===== src/rtl/sc_core.sv =====
module sc_core #(
  parameter logic [31:0] RESET_PC = 32'h0000_0200
) (
  input  logic        clk,
  input  logic        rst_n,
  output logic [31:0] imem_addr,
  input  logic [31:0] imem_data,
  output logic [31:0] dmem_addr,
  output logic [31:0] dmem_wdata,
  output logic        dmem_we,
  input  logic [31:0] dmem_rdata
);
  localparam logic [5:0] OP_RTYPE = 6'b000000;
  localparam logic [5:0] OP_MULG  = 6'b011100;
  localparam logic [5:0] OP_ADDIU = 6'b001001;
  localparam logic [5:0] OP_LW    = 6'b100011;
  localparam logic [5:0] OP_LWINC = 6'b100111;
  localparam logic [5:0] OP_SW    = 6'b101011;
  localparam logic [5:0] OP_J     = 6'b000010;
  localparam logic [5:0] OP_JAL   = 6'b000011;
  localparam logic [5:0] OP_BNE   = 6'b000101;
  localparam logic [5:0] FN_ADDU  = 6'b100001;
  localparam logic [5:0] FN_JR    = 6'b001000;
  localparam logic [5:0] FN_MUL   = 6'b000010;

  localparam logic [1:0] NPC_SEQ = 2'd0;
  localparam logic [1:0] NPC_JMP = 2'd1;
  localparam logic [1:0] NPC_REG = 2'd2;
  localparam logic [1:0] NPC_BR  = 2'd3;

  localparam logic [1:0] WB_ALU = 2'd0;
  localparam logic [1:0] WB_MUL = 2'd1;
  localparam logic [1:0] WB_MEM = 2'd2;
  localparam logic [1:0] WB_LNK = 2'd3;

  logic [31:0] pc;
  logic [31:0] rf [32];

  wire [5:0]  opc   = imem_data[31:26];
  wire [4:0]  f_rs  = imem_data[25:21];
  wire [4:0]  f_rt  = imem_data[20:16];
  wire [4:0]  f_rd  = imem_data[15:11];
  wire [4:0]  f_sh  = imem_data[10:6];
  wire [5:0]  f_fn  = imem_data[5:0];
  wire [31:0] simm  = {{16{imem_data[15]}}, imem_data[15:0]};

  wire [31:0] rs_val = (f_rs == 5'd0) ? 32'd0 : rf[f_rs];
  wire [31:0] rt_val = (f_rt == 5'd0) ? 32'd0 : rf[f_rt];

  logic [1:0] pc_sel;
  logic       op1_sel;
  logic [1:0] wb_sel;
  logic [4:0] waddr;
  logic       wen;
  logic       st_en;
  logic       inc_en;

  always_comb begin
    pc_sel  = NPC_SEQ;
    op1_sel = 1'b0;
    wb_sel  = WB_ALU;
    waddr   = f_rt;
    wen     = 1'b0;
    st_en   = 1'b0;
    inc_en  = 1'b0;
    unique case (opc)
      OP_RTYPE: if (f_sh == 5'd0) begin
        if (f_fn == FN_ADDU) begin
          waddr = f_rd;
          wen   = 1'b1;
        end else if (f_fn == FN_JR) begin
          pc_sel = NPC_REG;
        end
      end
      OP_MULG: if (f_sh == 5'd0 && f_fn == FN_MUL) begin
        wb_sel = WB_MUL;
        waddr  = f_rd;
        wen    = 1'b1;
      end
      OP_ADDIU: begin
        op1_sel = 1'b1;
        wen     = 1'b1;
      end
      OP_LW: begin
        op1_sel = 1'b1;
        wb_sel  = WB_MEM;
        wen     = 1'b1;
      end
      OP_LWINC: begin
        op1_sel = 1'b1;
        wb_sel  = WB_MEM;
        wen     = 1'b1;
        inc_en  = 1'b1;
      end
      OP_SW: begin
        op1_sel = 1'b1;
        st_en   = 1'b1;
      end
      OP_J:   pc_sel = NPC_JMP;
      OP_JAL: begin
        pc_sel = NPC_JMP;
        wb_sel = WB_LNK;
        waddr  = 5'd31;
        wen    = 1'b1;
      end
      OP_BNE: if (rs_val != rt_val) pc_sel = NPC_BR;
      default: ;
    endcase
  end

  wire [31:0] pc4     = pc + 32'd4;
  wire [31:0] alu_b   = op1_sel ? simm : rt_val;
  wire [31:0] alu_out = rs_val + alu_b;
  wire [31:0] mul_out = rs_val * rt_val;
  wire [31:0] j_targ  = {pc4[31:28], imem_data[25:0], 2'b00};
  wire [31:0] br_targ = pc4 + {simm[29:0], 2'b00};

  logic [31:0] wb_data;
  always_comb begin
    unique case (wb_sel)
      WB_MUL:  wb_data = mul_out;
      WB_MEM:  wb_data = dmem_rdata;
      WB_LNK:  wb_data = pc4;
      default: wb_data = alu_out;
    endcase
  end

  logic [31:0] pc_next;
  always_comb begin
    unique case (pc_sel)
      NPC_JMP: pc_next = j_targ;
      NPC_REG: pc_next = rs_val;
      NPC_BR:  pc_next = br_targ;
      default: pc_next = pc4;
    endcase
  end

  always_ff @(posedge clk) begin
    if (!rst_n) pc <= RESET_PC;
    else        pc <= pc_next;
  end

  always_ff @(posedge clk) begin
    if (rst_n) begin
      if (inc_en && f_rs != 5'd0) rf[f_rs] <= rs_val + 32'd4;
      if (wen && waddr != 5'd0)   rf[waddr] <= wb_data;
    end
  end

  assign imem_addr  = pc;
  assign dmem_addr  = alu_out;
  assign dmem_wdata = rt_val;
  assign dmem_we    = st_en & rst_n;
endmodule



===== config.mk =====
export PLATFORM = sky130hd
export DESIGN_NAME = sc_core
export DESIGN_NICKNAME = d
export VERILOG_FILES = /design/src/rtl/sc_core.sv
export SDC_FILE = /design/constraint.sdc
export NUM_CORES = 2
export LEC_CHECK = 0
export BUFFER_PORTS_ARGS = -buffer_cell sky130_fd_sc_hd__buf_2
export CAP_MARGIN = 0
export CORE_ASPECT_RATIO = 0.8
export CORE_MARGIN = 5
export CORE_UTILIZATION = 25
export CTS_CLUSTER_SIZE = 30
export DETAILED_ROUTE_END_ITERATION = 8
export GPL_ROUTABILITY_DRIVEN = 0
export PLACE_DENSITY_LB_ADDON = 0.25
export SETUP_SLACK_MARGIN = 0.2
export SYNTH_ARGS = -nofsm -noshare
export SYNTH_HDL_FRONTEND = slang
export SYNTH_SLANG_ARGS = --single-unit

===== constraint.sdc =====
create_clock -name clk -period 12.7 [get_ports clk]
set_clock_uncertainty 0.05 [all_clocks]
set_input_delay 1.905 -clock clk [delete_from_list [all_inputs] [get_ports clk]]
set_output_delay 1.905 -clock clk [all_outputs]
set_load 0.05 [all_outputs]

==> flow_metrics.tcl <==
set metrics [dict create \
    outcome "completed" \
    maxSlewHeadroom_pct 11.3 \
    layout-drive-gt1-share_pct 17.7 \
    dieArea_mm2 0.339 \
    htree_num_levels 3 \
    ys_async_sr_fraction_pct 0 \
    synth_flop_cell "edfxtp_1" \
    critical-path-slowest-cell "nor4_2" \
    synthesis.instances 7542 \
    syn_avg_cell_area_um2 10.8 \
    hp-start "imem_addr[2]$_SDFF_PN0_" \
    die-height_um 521 \
    path_buf_inv 9 \
    antenna_left 0 \
    ys_seq_area_share_pct 38.4 \
    num_vias 69300 \
    rr_endpoint "rf[8][24]$_DFFE_PP_" \
    r2r_start "rf[3][11]$_DFFE_PP_" \
    grt_pass1_vias 65400 \
    design.core.area_mm2 0.325 \
    grt-ovfl-total 0 \
    worstPathArrival_ns 12.60 \
    avgViaCountPerCell 5.69 \
    fin_crit_ns 12.18 \
    max_cap_violations 0 \
    synth_edf_count 1024 \
    final_hold_viol_count 0 \
    clock-sinks 1056 \
    hp-class "reg -> reg" \
    clockRootBuffer "clkbuf_16" \
    first_pass_iters 6 \
    nNetsFinal 8410 \
    critPathMaxStageDelay_ns 0.87 \
    min_period_over_period_pct 95.9 \
    grt_max_degree 56 \
    drc 0 \
    wl_per_cell_um 34.1 \
    cts_setup_buffers 0 \
    cp_top_family "adder cells" \
    tightest_slew_ns 1.33 \
    placed_area_mm2 0.0908 \
    post_cts_resized 0 \
    dieWidth_um 649 \
    synth.cell_area_mm2 0.0817 \
    yosysWarnings 0 \
    clk_latency_ns 0.78 \
    grt_pass1_wl_um 559000 \
    drt_iter0_drc 10900 \
    rows 187 \
    cts_tree "yes" \
    layout_commonest_cell "edfxtp_1" \
    most-common-layout-cells "1,024 x edfxtp_1, 1,003 x mux2i_1, 789 x nor2_1" \
    fillers 33500 \
    r2r_slack_ns 2.40 \
    postSynthRegisterBits 1056 \
    rr_worst_depth 37 \
    stdcell_count 12200 \
    drv_slew 0 \
    dpl.cell_count 12000 \
    clkTransAtPathRegs_ns 0.07 \
    critPathCaptureType "register" \
    cpMostUsedCell "fa_1" \
    yosysUniqueCellTypes 106 \
    crit_type "in -> reg" \
    area_growth_pct 15.6 \
    rsz0062_at_grt "false" \
    io_pins 163 \
    cp.depth 36 \
    hold-path-cell-count 2 \
    antenna_found_initial 11 \
    min_delay_worst_endpoint "imem_addr[2]$_SDFF_PN0_" \
    grt_use_total_pct 23.5 \
    numPortBuffers 162 \
    crit_path_max_fanout 31 \
    holdBufCountCts 0 \
    dp_worst_setup_slack_ns -0.223 \
    numCtsBuffers 113 \
    worst_slack_ns 0.517 \
    start_util_pct 25.2 \
    setup_viol 0 \
    final_cell_area_mm2 0.0945 \
    critical_path_required_ns 13.12 \
    clk_path_buf_depth 3 \
    crit_path_start_kind "input port" \
    fmax_mhz 82.1 \
    hpwl_um 277000 \
    wirelength_um 415000 \
]
worst max-delay path by stage:
stage,to,startpoint
after CTS,rf[6][24]$_DFFE_PP_,imem_data[24]
after floorplan,rf[29][30]$_DFFE_PP_,imem_data[16]
after detailed placement,rf[6][24]$_DFFE_PP_,imem_data[24]
after global routing,rf[31][31]$_DFFE_PP_,imem_data[19]
final,rf[8][24]$_DFFE_PP_,imem_data[24]
after global placement,rf[8][31]$_DFFE_PP_,imem_data[19]
metal layers:
metal / part of all wire, % / track usage, %
met1: 42 / 33.3
met2: 40 / 32.6
met5: 0.0099 / 0
met4: 4.9 / 9.73
met3: 13 / 7.64
through the flow:
step / hold slack (ns) / util, % / setup TNS [ns]
after detailed placement: 0.625 / 27.9 / -14.95
after CTS: 0.641 / 29.1 / 0
after floorplan: 0.721 / - / 0
after global placement: 0.622 / 27.9 / -15.82
final: 0.643 / 29.1 / 0
after global routing: 0.676 / 29.1 / 0
cells by family after synthesis:
group	synth area share, %
other	0.00459
AOI/OAI and AO/OA	10.3
muxes	20.1
adders and majority gates	13.2
and+or+nand+nor	9.13
xor gates and xnor gates	2.22
DFF	38.4
buffers and inverters	6.72
sequential cells by signal, indices dropped and copies added, names as in the netlist:
signal and flops:
rf 1024, imem_addr 32
synthesized netlist by cell type, types with 20 or more instances:
library cell  count  share of area, %
nor4_1           65              0.50
a211oi_1         23              0.21
xor2_1           57              0.61
dfxtp_1          32              0.78
a22oi_1          29              0.27
clkbuf_1        433               2.0
inv_1           570               2.6
mux2i_1        1003                12
nand2_1         545               2.5
o21ai_0         218               1.3
mux2i_2          30              0.51
a21o_1           43              0.39
nor2_1          810               3.7
mux2_2           21              0.29
edfxtp_1       1024                38
nand3_1          63              0.39
nor2b_1          20              0.15
buf_2           116              0.71
a22o_1           22              0.24
and3_1           31              0.24
buf_4            50              0.46
fa_1            410                10
nand2b_1         22              0.17
o22ai_1         241               1.8
and2_1           32              0.24
ha_1            205               3.1
xnor2_1         134               1.4
a21oi_1         605               3.7
a221oi_1         36              0.39
o221ai_1         55              0.59
mux4_2          248               6.8
buf_6            31              0.43
worst register-to-register path, delay by kind of cell (launching register included):
family,cells,cell delay [ns]
buf+inv,9,1.10
flops,1,0.39
xor+xnor,1,0.35
simple gates,4,1.14
fa+ha+maj,9,3.89
compound gates,13,2.66
mux,1,0.43
area by class of cell:
| cell class | count | area, um^2 | area share [%] |
|---|---|---|---|
| Multi-Input combinational cell | 5268 | 46100 | 48.8 |
| Clock inverter | 74 | 757 | 0.801 |
| Sequential cell | 1056 | 31400 | 33.2 |
| Antenna cell | 11 | 27.5 | 0.0291 |
| Clock buffer | 135 | 2930 | 3.10 |
| Tap cell | 4347 | 5440 | 5.75 |
| Inverter | 592 | 2220 | 2.35 |
| Timing Repair Buffer | 698 | 5650 | 5.98 |
Power is not shown: default switching activity piles up to over one toggle a cycle in this logic, so the estimate is an artifact.
